--- config.mk ---
export PLATFORM = sky130hd
export DESIGN_NAME = zcs_line_encoder
export DESIGN_NICKNAME = d
export VERILOG_FILES = /design/src/rtl/zcs_pkg.sv /design/src/rtl/zcs_zero_window.sv /design/src/rtl/zcs_mark_polarizer.sv /design/src/rtl/zcs_line_encoder.sv
export SDC_FILE = /design/constraint.sdc
export NUM_CORES = 1
export LEC_CHECK = 0
export BUFFER_PORTS_ARGS = -buffer_cell sky130_fd_sc_hd__buf_2
export CAP_MARGIN = 20
export CORE_UTILIZATION = 55
export CTS_CLUSTER_SIZE = 12
export DETAILED_ROUTE_END_ITERATION = 16
export PLACE_DENSITY_LB_ADDON = 0.12
export SLEW_MARGIN = 30
export SYNTH_ARGS = -nofsm -noshare
export SYNTH_HDL_FRONTEND = slang
export SYNTH_SLANG_ARGS = --single-unit
--- constraint.sdc ---
create_clock -name clk -period 2.5 [get_ports clk]
set_input_delay 0.5 -clock clk [delete_from_list [all_inputs] [get_ports clk]]
set_output_delay 0.5 -clock clk [all_outputs]
set_load 0.005 [all_outputs]
--- src/rtl/zcs_pkg.sv ---
`timescale 1ns/1ps
// Package: shared constants, the pipeline slot type, and helper functions
// for the zero-substitution encoder. Assumes one bit per clock.
package zcs_pkg;

    // Zero-run lengths replaced at each rate.
    localparam int B3ZS_RUN   = 3;
    localparam int HDB3_RUN   = 4;
    // The longest run minus the slot being decided is the look-ahead depth;
    // the input slot provides the last look-ahead position.
    localparam int WIN_STAGES = HDB3_RUN - 1;

    // Symbol carried by each slot in single-rail mode.
    typedef enum logic [2:0] {
        SYM_SPACE = 3'd0,   // raw zero, not yet substituted
        SYM_MARK  = 3'd1,   // ordinary one (AMI mark)
        SYM_LEAD  = 3'd2,   // first slot of a substitution, B or 0 by parity
        SYM_FILL  = 3'd3,   // zero inside a substitution
        SYM_VIOL  = 3'd4    // violation pulse closing a substitution
    } sym_t;

    // One pipeline slot: valid, mode at entry, symbol, and raw rails for bypass.
    typedef struct packed {
        logic vld;
        logic single;
        sym_t sym;
        logic raw_p;
        logic raw_n;
    } slot_t;

    // Empty slot used at reset.
    localparam slot_t SLOT_IDLE = '{vld: 1'b0, single: 1'b0, sym: SYM_SPACE,
                                    raw_p: 1'b0, raw_n: 1'b0};

    // True when a slot is a single-rail zero that may still start or join a run.
    function automatic logic is_raw_space(slot_t s);
        return s.vld && s.single && (s.sym == SYM_SPACE);
    endfunction

endpackage

--- src/rtl/zcs_zero_window.sv ---
`timescale 1ns/1ps
// Module: zcs_zero_window
// Holds the look-ahead pipeline. When the oldest slot starts a full zero run
// (three or four zeros, chosen by the rate select), it marks the run as
// LEAD / FILL... / VIOL as the slots move toward the output. Whether LEAD
// becomes a pulse is left to the polarity stage, which holds the parity.
// Assumes: the rate select is held steady while a run is in flight.
module zcs_zero_window
    import zcs_pkg::*;
#(
    parameter int STAGES = WIN_STAGES
) (
    input  logic  clk,
    input  logic  rst_n,
    input  logic  hdb3_sel_i,
    input  slot_t in_slot_i,
    output slot_t head_o
);

    localparam int LAST = STAGES;   // index of the head slot in the extended window

    slot_t stg_q [STAGES];
    slot_t ext   [STAGES+1];
    slot_t nxt   [STAGES+1];
    int    run_len;
    logic  trig;

    // Purpose: line up input and stored slots, head at the highest index.
    always_comb begin
        ext[0] = in_slot_i;
        for (int k = 0; k < STAGES; k++) begin
            ext[k+1] = stg_q[k];
        end
    end

    // Purpose: test whether the head slot starts a full raw zero run.
    always_comb begin
        run_len = hdb3_sel_i ? HDB3_RUN : B3ZS_RUN;
        trig    = 1'b1;
        for (int i = 0; i < HDB3_RUN; i++) begin
            if (i < run_len && !is_raw_space(ext[LAST-i])) begin
                trig = 1'b0;
            end
        end
    end

    // Purpose: mark the run as it moves on; otherwise the slots pass unchanged.
    always_comb begin
        for (int k = 0; k <= STAGES; k++) begin
            nxt[k] = ext[k];
        end
        if (trig) begin
            nxt[LAST].sym = SYM_LEAD;
            for (int i = 1; i < HDB3_RUN; i++) begin
                if (i < run_len - 1) begin
                    nxt[LAST-i].sym = SYM_FILL;
                end else if (i == run_len - 1) begin
                    nxt[LAST-i].sym = SYM_VIOL;
                end
            end
        end
    end

    assign head_o = nxt[LAST];

    // Purpose: advance the pipeline one slot per clock.
    always_ff @(posedge clk) begin
        if (!rst_n) begin
            for (int k = 0; k < STAGES; k++) begin
                stg_q[k] <= SLOT_IDLE;
            end
        end else begin
            for (int k = 0; k < STAGES; k++) begin
                stg_q[k] <= nxt[k];
            end
        end
    end

    // a three-zero substitution closes with its V two slots after LEAD.
    assert_b3zs_viol_closes_R1: assert property (@(posedge clk) disable iff (!rst_n)
        (head_o.vld && head_o.single && head_o.sym == SYM_LEAD && !hdb3_sel_i)
        |=> ##1 (head_o.sym == SYM_VIOL));

    // a four-zero substitution closes with its V three slots after LEAD.
    assert_hdb3_viol_closes_R2: assert property (@(posedge clk) disable iff (!rst_n)
        (head_o.vld && head_o.single && head_o.sym == SYM_LEAD && hdb3_sel_i)
        |=> ##2 (head_o.sym == SYM_VIOL));

    // a filler zero only ever follows LEAD or another filler.
    assert_fill_in_run_R2: assert property (@(posedge clk) disable iff (!rst_n)
        (head_o.sym == SYM_FILL) |-> ($past(head_o.sym) == SYM_LEAD || $past(head_o.sym) == SYM_FILL));

endmodule

--- src/rtl/zcs_mark_polarizer.sv ---
`timescale 1ns/1ps
// Module: zcs_mark_polarizer
// Turns the head slot into registered rail pulses. It keeps the polarity of
// the last mark and the parity of B-type marks since the last violation.
// A LEAD slot becomes a B pulse when that parity is even and a zero when it
// is odd. Dual-rail slots are copied to the rails, and a slot with both rails
// high becomes no pulse. Assumes the slot comes from zcs_zero_window.
module zcs_mark_polarizer
    import zcs_pkg::*;
(
    input  logic  clk,
    input  logic  rst_n,
    input  slot_t slot_i,
    output logic  line_pos_o,
    output logic  line_neg_o
);

    logic last_pos_q;   // 1: the previous mark was positive
    logic odd_q;        // 1: an odd number of B-type marks since the last V
    logic pulse_p, pulse_n, emit_b;
    logic last_pos_d, odd_d;

    // Purpose: choose the pulse for this slot and the next polarity/parity state.
    always_comb begin
        pulse_p    = 1'b0;
        pulse_n    = 1'b0;
        emit_b     = 1'b0;
        last_pos_d = last_pos_q;
        odd_d      = odd_q;
        if (slot_i.vld) begin
            if (!slot_i.single) begin
                pulse_p = slot_i.raw_p & ~slot_i.raw_n;
                pulse_n = slot_i.raw_n & ~slot_i.raw_p;
            end else begin
                case (slot_i.sym)
                    SYM_MARK: emit_b = 1'b1;
                    SYM_LEAD: emit_b = ~odd_q;
                    SYM_VIOL: begin
                        pulse_p = last_pos_q;
                        pulse_n = ~last_pos_q;
                        odd_d   = 1'b0;
                    end
                    default: ;
                endcase
            end
        end
        if (emit_b) begin
            pulse_p    = ~last_pos_q;
            pulse_n    = last_pos_q;
            last_pos_d = ~last_pos_q;
            odd_d      = ~odd_q;
        end
    end

    // Purpose: register the rails and the encoder state.
    always_ff @(posedge clk) begin
        if (!rst_n) begin
            line_pos_o <= 1'b0;
            line_neg_o <= 1'b0;
            last_pos_q <= 1'b0;
            odd_q      <= 1'b0;
        end else begin
            line_pos_o <= pulse_p;
            line_neg_o <= pulse_n;
            last_pos_q <= last_pos_d;
            odd_q      <= odd_d;
        end
    end

    // the two rails are never driven together.
    assert_rails_exclusive_R8: assert property (@(posedge clk) disable iff (!rst_n)
        !(line_pos_o && line_neg_o));

    // an ordinary mark flips the stored polarity.
    assert_mark_alternates_R4: assert property (@(posedge clk) disable iff (!rst_n)
        (slot_i.vld && slot_i.single && slot_i.sym == SYM_MARK)
        |=> (last_pos_q != $past(last_pos_q)));

    // a violation leaves with the previous mark's polarity.
    assert_viol_repeats_R5: assert property (@(posedge clk) disable iff (!rst_n)
        (slot_i.vld && slot_i.single && slot_i.sym == SYM_VIOL)
        |=> (line_pos_o == $past(last_pos_q) && line_neg_o == !$past(last_pos_q)));

    // the parity count is even after each violation.
    assert_parity_cleared_R3: assert property (@(posedge clk) disable iff (!rst_n)
        (slot_i.vld && slot_i.single && slot_i.sym == SYM_VIOL) |=> !odd_q);

    // a bypass slot is copied out and leaves the encoder state alone.
    assert_bypass_copies_R6: assert property (@(posedge clk) disable iff (!rst_n)
        (slot_i.vld && !slot_i.single && !(slot_i.raw_p && slot_i.raw_n))
        |=> (line_pos_o == $past(slot_i.raw_p) && line_neg_o == $past(slot_i.raw_n)
             && $stable(last_pos_q) && $stable(odd_q)));

    // both rails are low after any reset cycle.
    assert_reset_quiet_R9: assert property (@(posedge clk)
        !rst_n |=> (!line_pos_o && !line_neg_o));

endmodule

--- src/rtl/zcs_line_encoder.sv ---
`timescale 1ns/1ps
// Module: zcs_line_encoder (top)
// Bipolar line encoder with three- or four-zero substitution and a dual-rail
// bypass. Each input bit is packed into a pipeline slot. The slot is taken
// through the look-ahead window and then through the polarity stage. The
// latency is four clocks on every path.
// Assumes: one bit per clock; the rate select is held steady during traffic.
module zcs_line_encoder
    import zcs_pkg::*;
(
    input  logic clk,
    input  logic rst_n,
    input  logic single_rail_i,
    input  logic sub_hdb3_i,
    input  logic data_pos_i,
    input  logic data_neg_i,
    output logic line_pos_o,
    output logic line_neg_o
);

    slot_t in_slot;
    slot_t head;

    // Purpose: pack the current inputs into a slot; NRZ bit sets the symbol.
    always_comb begin
        in_slot.vld    = 1'b1;
        in_slot.single = single_rail_i;
        in_slot.sym    = data_pos_i ? SYM_MARK : SYM_SPACE;
        in_slot.raw_p  = data_pos_i;
        in_slot.raw_n  = data_neg_i;
    end

    zcs_zero_window #(
        .STAGES (WIN_STAGES)
    ) window_i (
        .clk        (clk),
        .rst_n      (rst_n),
        .hdb3_sel_i (sub_hdb3_i),
        .in_slot_i  (in_slot),
        .head_o     (head)
    );

    zcs_mark_polarizer polarizer_i (
        .clk        (clk),
        .rst_n      (rst_n),
        .slot_i     (head),
        .line_pos_o (line_pos_o),
        .line_neg_o (line_neg_o)
    );

endmodule

# After elaboration in Yosys (flattened, before gate mapping)
# Memory sizes are Yosys's and may differ from the RTL's.
# Index checks and enable logic that the tools add are counted.
# W data, S select, Z words.
[word_totals]
output_inout_bits = 2
mem_bits_rw = 21
input_bits = 6
n_memories = 1
ff_bits = 4
word_cells = 87
[memory_table]
columns = ["memory", "words", "width", "rd", "rd_ports_with_merged_regs", "write_ports", "line_no", "rtl"]
rows = [
  ["window_i.stg_q", 3, 7, 3, 0, 3, "zcs_zero_window.sv:22", "slot_t stg_q [STAGES];"],
]
[classes]
mux = 36
n_eq_ne = 6
n_addsub = 1
bitwise_logic = 9
order_cmp = 7
n_reduce_logical = 23
[op_table]
columns = ["op", "n"]
rows = [
  ["$lt A3 B32 Y1 const A", 4],
  ["$eq A3 B32 Y1 const A", 2],
  ["$lt A2 B32 Y1 const A", 2],
  ["$mux W3", 11],
  ["$eq A2 B32 Y1 const A", 1],
  ["$lt A1 B32 Y1 const A", 1],
  ["$sub A32 B2 Y32 const B", 1],
  ["$mux W1", 21],
  ["$mux W7", 3],
  ["$logic_not A3 Y1", 4],
  ["$logic_and A1 B1 Y1", 11],
  ["$reduce_bool A2 Y1", 3],
  ["$logic_not A1 Y1", 4],
  ["$not A1 Y1", 4],
  ["$eq A3 B1 Y1 const B", 1],
  ["$eq A3 B2 Y1 const B", 1],
  ["$eq A3 B3 Y1 const B", 1],
  ["$or A1 B1 Y1", 3],
  ["$reduce_and A3 Y1", 1],
  ["$and A1 B1 Y1", 2],
  ["$pmux W1 S2", 1],
]

# Depth between registers and ports, before layout
# An unclocked memory read counts as a cell.
[depth]
ltp_word = 16
ltp_mapped = 4
mapped_depth_nobuf = 4

# Modules after synthesis
# Synthesis repeated with hierarchy kept, for this count alone.
[unflattened]
cells_unflattened = 96
hier_area_um2 = 958.4
[modules_own_cells]
columns = ["module", "seq_area_each_um2", "instances", "area_per_inst_um2", "cells_each"]
rows = [
  ["zcs_zero_window", 420.4, 1, 711.9, 65],
  ["zcs_mark_polarizer", 80.1, 1, 239.0, 29],
  ["zcs_line_encoder", 0.0, 1, 7.5, 2],
]

# Worst setup path after synthesis
# Ideal clock, no wire load.
[synth_path]
path_type = "input-to-reg"
start = "input single_rail_i"
end = "register polarizer_i.last_pos_q"
required_ns = 2.428
path_stages = 4
path_slack_ns = 0.843
path_buffers = 0
t_arrival_ns = 1.586
setup_time_ns = 0.072
path_cell_list = "or2b_2 a2111oi_4 o2bb2ai_2 mux2i_1"
[synth_between]
elab_chain_len = 9
elab_cells_between_ends = 10
classes_between = "eq/ne: 2; mux: 5; reduce/logical: 3"
[synth_lines]
columns = ["item", "line_no", "rtl"]
rows = [
  ["start: declaration", "zcs_line_encoder.sv:13", "input logic single_rail_i,"],
  ["$logic_and A1 B1 Y1 *", "zcs_pkg.sv:37", "return s.vld && s.single && (s.sym == SYM_SPACE);"],
  ["$logic_not A1 Y1 *", "zcs_zero_window.sv:41", "if (i < run_len && !is_raw_space(ext[LAST-i])) begin"],
  ["$logic_and A1 B1 Y1 *", "zcs_zero_window.sv:41", ""],
  ["$mux W1 *", "zcs_zero_window.sv:41", ""],
  ["$mux W3 *", "zcs_zero_window.sv:52", "if (trig) begin"],
  ["$eq A3 B2 Y1 / $eq A3 B1 Y1 (equally long branches)", "zcs_mark_polarizer.sv:35", "case (slot_i.sym)"],
  ["$pmux W1 S2 *", "zcs_mark_polarizer.sv:35", ""],
  ["$mux W1 *", "zcs_mark_polarizer.sv:31", "if (!slot_i.single) begin"],
  ["$mux W1 *", "zcs_mark_polarizer.sv:30", "if (slot_i.vld) begin"],
  ["end signal: assignment", "zcs_mark_polarizer.sv:65", "last_pos_q <= last_pos_d;"],
  ["end: declaration", "zcs_mark_polarizer.sv:18", "logic last_pos_q;"],
]
# Mark *: on every way between the ends. The rest lies on a longest branch, timed or not.
# A chain may end at the register's enable or synchronous reset.

==> qor.csv <==
stage,metric,value,unit
sta,setup_ws,0.717,ns
sta,period_share,71.3,%
setup_path,crit_cells,4,
power_and_ir_drop,p_int,450,uW
global_routing,gr-total-overflow,0,
clock_network,htree_levels,1,
sta,period_minus_slack,1.78,ns
sta,setup_tns,0,ns
final_layout,multiInputGateArea,344,sq um
clock_network,holdBufCountCts,0,
final_layout,syn_to_final_growth,9.27,%
flow_run,maxCapViolCount,0,
floorplanning,io_pins,8,
synthesis,yosys_warnings,0,
sta,hold_violations,0,
synthesis,yosysMostFrequentCell,dfxtp_1,
synthesis,synth_top_area_share,55.9,%
placement,dp_slack,0.602,ns
sta,setup_viol,0,
min_path,min_from,data_neg_i,
sta,max_freq,561,MHz
route,wl_met2,571,microns
clock_network,clk_path_buf_depth,2,
floorplanning,dieArea,1660,sq um
final_layout,nets,90,
setup_path,path_class,flip-flop to flip-flop,
floorplanning,die_y,40.7,microns
floorplanning,placeableCoreArea,1350,sq um
route,avgRoutedWirePerCell,12.5,microns
route,ant_nets,0,
floorplanning,fp.dieW,40.7,microns
global_routing,grt_usage,17.6,%
route,post_drt_via_cell_ratio,5.67,
setup_path,cp_num_buf_inv,0,
route,route.vias.total,556,
power_and_ir_drop,p_switching,124,uW
setup_path,rrSetupSlack,0.72,ns
synthesis,avgSynthCellArea,11.1,sq um
sta,skew,0.00587,ns
clock_network,cts_tree,done,
setup_path,slowest_stage,or4_4,
final_layout,drive_gt1_share,19.3,%
synthesis,synth_area_leader_cell,dfxtp_1,
placement,portBuffers,7,
setup_path,worstReg2RegEnd,polarizer_i.last_pos_q,
final_layout,nFillCells,112,
setup_path,crit_path_start,window_i.stg_q[0][2],
synthesis,mappedNetlistNets,80,
global_routing,grt_pass1_wl,1.85,mm
route,first_pass_iters,5,
synthesis,synth_area,823,sq um
route,wirelength,1.23,mm
final_layout,insertedDiodeCount,0,
route,routed.top_layer,met4,
power_and_ir_drop,power.density,638,nW/um^2
sta,slew_headroom,70.6,%
clock_network,root_buffer,clkbuf_4,
sta,tightestPinTransition,0.441,ns
placement,place.gp.congestion,0.744,
synthesis,synth_cells,74,
synthesis,synth.area.top_cells,"dfxtp_1, and2_1, mux2i_1",
global_routing,grt_max_degree,23,
synthesis,yosys-top-cells-count,"dfxtp_1, and2_1",
min_path,hold_class,input port to flip-flop,
synthesis,synthFlopType,dfxtp_1,
sta,rsz0062_at_grt,no,
power_and_ir_drop,peakVddDrop,485,uV
clock_network,postCtsSetupBuffers,0,
setup_path,max_stage_delay,0.54,ns
setup_path,ff2ff_path_depth,4,
setup_path,cp_max_fo,5,
setup_path,worstPathArrival,2.02,ns
setup_path,cp-endpoint,polarizer_i.last_pos_q,
power_and_ir_drop,seqPwrFrac,66.5,%
route,drc,0,
placement,hpwlAfterDp,892,microns
global_routing,grt_pass1_vias,486,
clock_network,cts.sink_count,23,
setup_path,cp-start-kind,flip-flop,
floorplanning,initial_core_util,61.0,%
synthesis,yosysUniqueCellTypes,22,
synthesis,ys_seq_area_share,55.9,%
final_layout,register_area,460,sq um
floorplanning,num_rows,13,
outcome,status,finished clean,
setup_path,end_kind,flip-flop,
power_and_ir_drop,power_frac_comb,4.3,%
power_and_ir_drop,clock_power_share,29.2,%
route,drt-met1-wl,592,microns
setup_path,cpLargestDelayFamily,compound AO/OA/AOI/OAI gates,
sta,drv_slew,0,
route,drt_iter0_drc,7,
clock_network,cts_made_buffers,3,
clock_network,clk_pin_slew_worst_paths,0.12,ns
global_routing,antenna_found_initial,0,
clock_network,cts_resized,0,
clock_network,clock_latency,0.30,ns
synthesis,synth_edf_count,0,
setup_path,timing.rr.start,window_i.stg_q[0][2],
setup_path,worstPathCellList,or4_4 -> a2111oi_4 -> o2bb2ai_2 -> mux2i_1,
power_and_ir_drop,power_leakage,0.000364,uW
synthesis,ys_ff_latch,23,
synthesis,async_flop_share,0,%
setup_path,cp.required,2.74,ns
route,met3_length,35,microns
power_and_ir_drop,swShare,21.7,%
## cells in the final DEF, fill, tap and decap left out
cell type	instances
dfxtp_1	23
and2_1	14
buf_2	7
nor2_1	3
mux2i_1	3
inv_1	3
a21oi_1	3
clkbuf_4	3
nand4_1	2
o21a_1	2
nand3_1	2
nand2_1	2
or3_1	2
nor3b_1	2
a41o_1	2
a32oi_1	2
or2b_2	1
nand3b_2	1
or4_4	1
a2111oi_4	1
nand2b_1	1
o2bb2ai_2	1
o211a_1	1
clkinvlp_4	1
## sequential cells by signal, indices dropped and copies added, names as in the netlist
name / cells
window_i.stg_q: 19
polarizer_i.last_pos_q: 1
polarizer_i.line_neg_o: 1
polarizer_i.line_pos_o: 1
polarizer_i.odd_q: 1
## cell type report
cell class	instances	area share, %
Sequential cell	23	51.2
Multi-Input combinational cell	46	38.2
Timing Repair Buffer	7	3.89
Clock buffer	3	2.50
Tap cell	15	2.09
Inverter	3	1.25
Clock inverter	1	0.834
## through the flow
step / util, % / hold slack [ns] / power [uW] / cells / area, sq um
5_1_grt: 66.6 / 0.376 / 599 / 98 / 900
3_3_place_gp: 64.4 / 0.414 / 414 / 94 / 870
4_1_cts: 66.6 / 0.382 / 583 / 98 / 900
2_1_floorplan: - / 0.412 / 406 / 74 / 823
3_5_place_dp: 64.4 / 0.423 / 415 / 94 / 870
6_report: 66.6 / 0.391 / 574 / 98 / 900
## metal layers
layer  vias to the layer above  GRT usage [%]
met5                         -              0
li1                        279              -
met1                       256           20.7
met3                         6           3.26
met2                        15           28.6
met4                         0           12.5
## power groups by stage
stage,clock [uW],sequential [uW],combinational [uW]
4_1_cts,176,381,25.5
3_5_place_dp,0,390,25.4
5_1_grt,188,383,27.6
2_1_floorplan,0,388,17.5
3_3_place_gp,0,389,24.5
6_report,168,381,25.0
## worst min-delay path by stage
stage                                  endpoint  slack (ns)  cells past startpoint
final                      window_i.stg_q[0][0]        0.39                      2
after global routing       window_i.stg_q[0][0]        0.38                      2
after floorplan           window_i.stg_q[0][14]        0.41                      1
after detailed placement   window_i.stg_q[0][7]        0.42                      1
after CTS                  window_i.stg_q[0][0]        0.38                      2
after global placement     window_i.stg_q[0][7]        0.41                      1
## cells by family after synthesis
kind of cell           Yosys count  share of synthesized area, %
AO/OA/AOI/OAI                   12                          14.6
flip-flops                      23                          55.9
buffers and inverters            5                          2.28
multiplexers                     3                          3.65
AND/OR/NAND/NOR                 31                          23.6
Power figures use the tool's default switching activity.
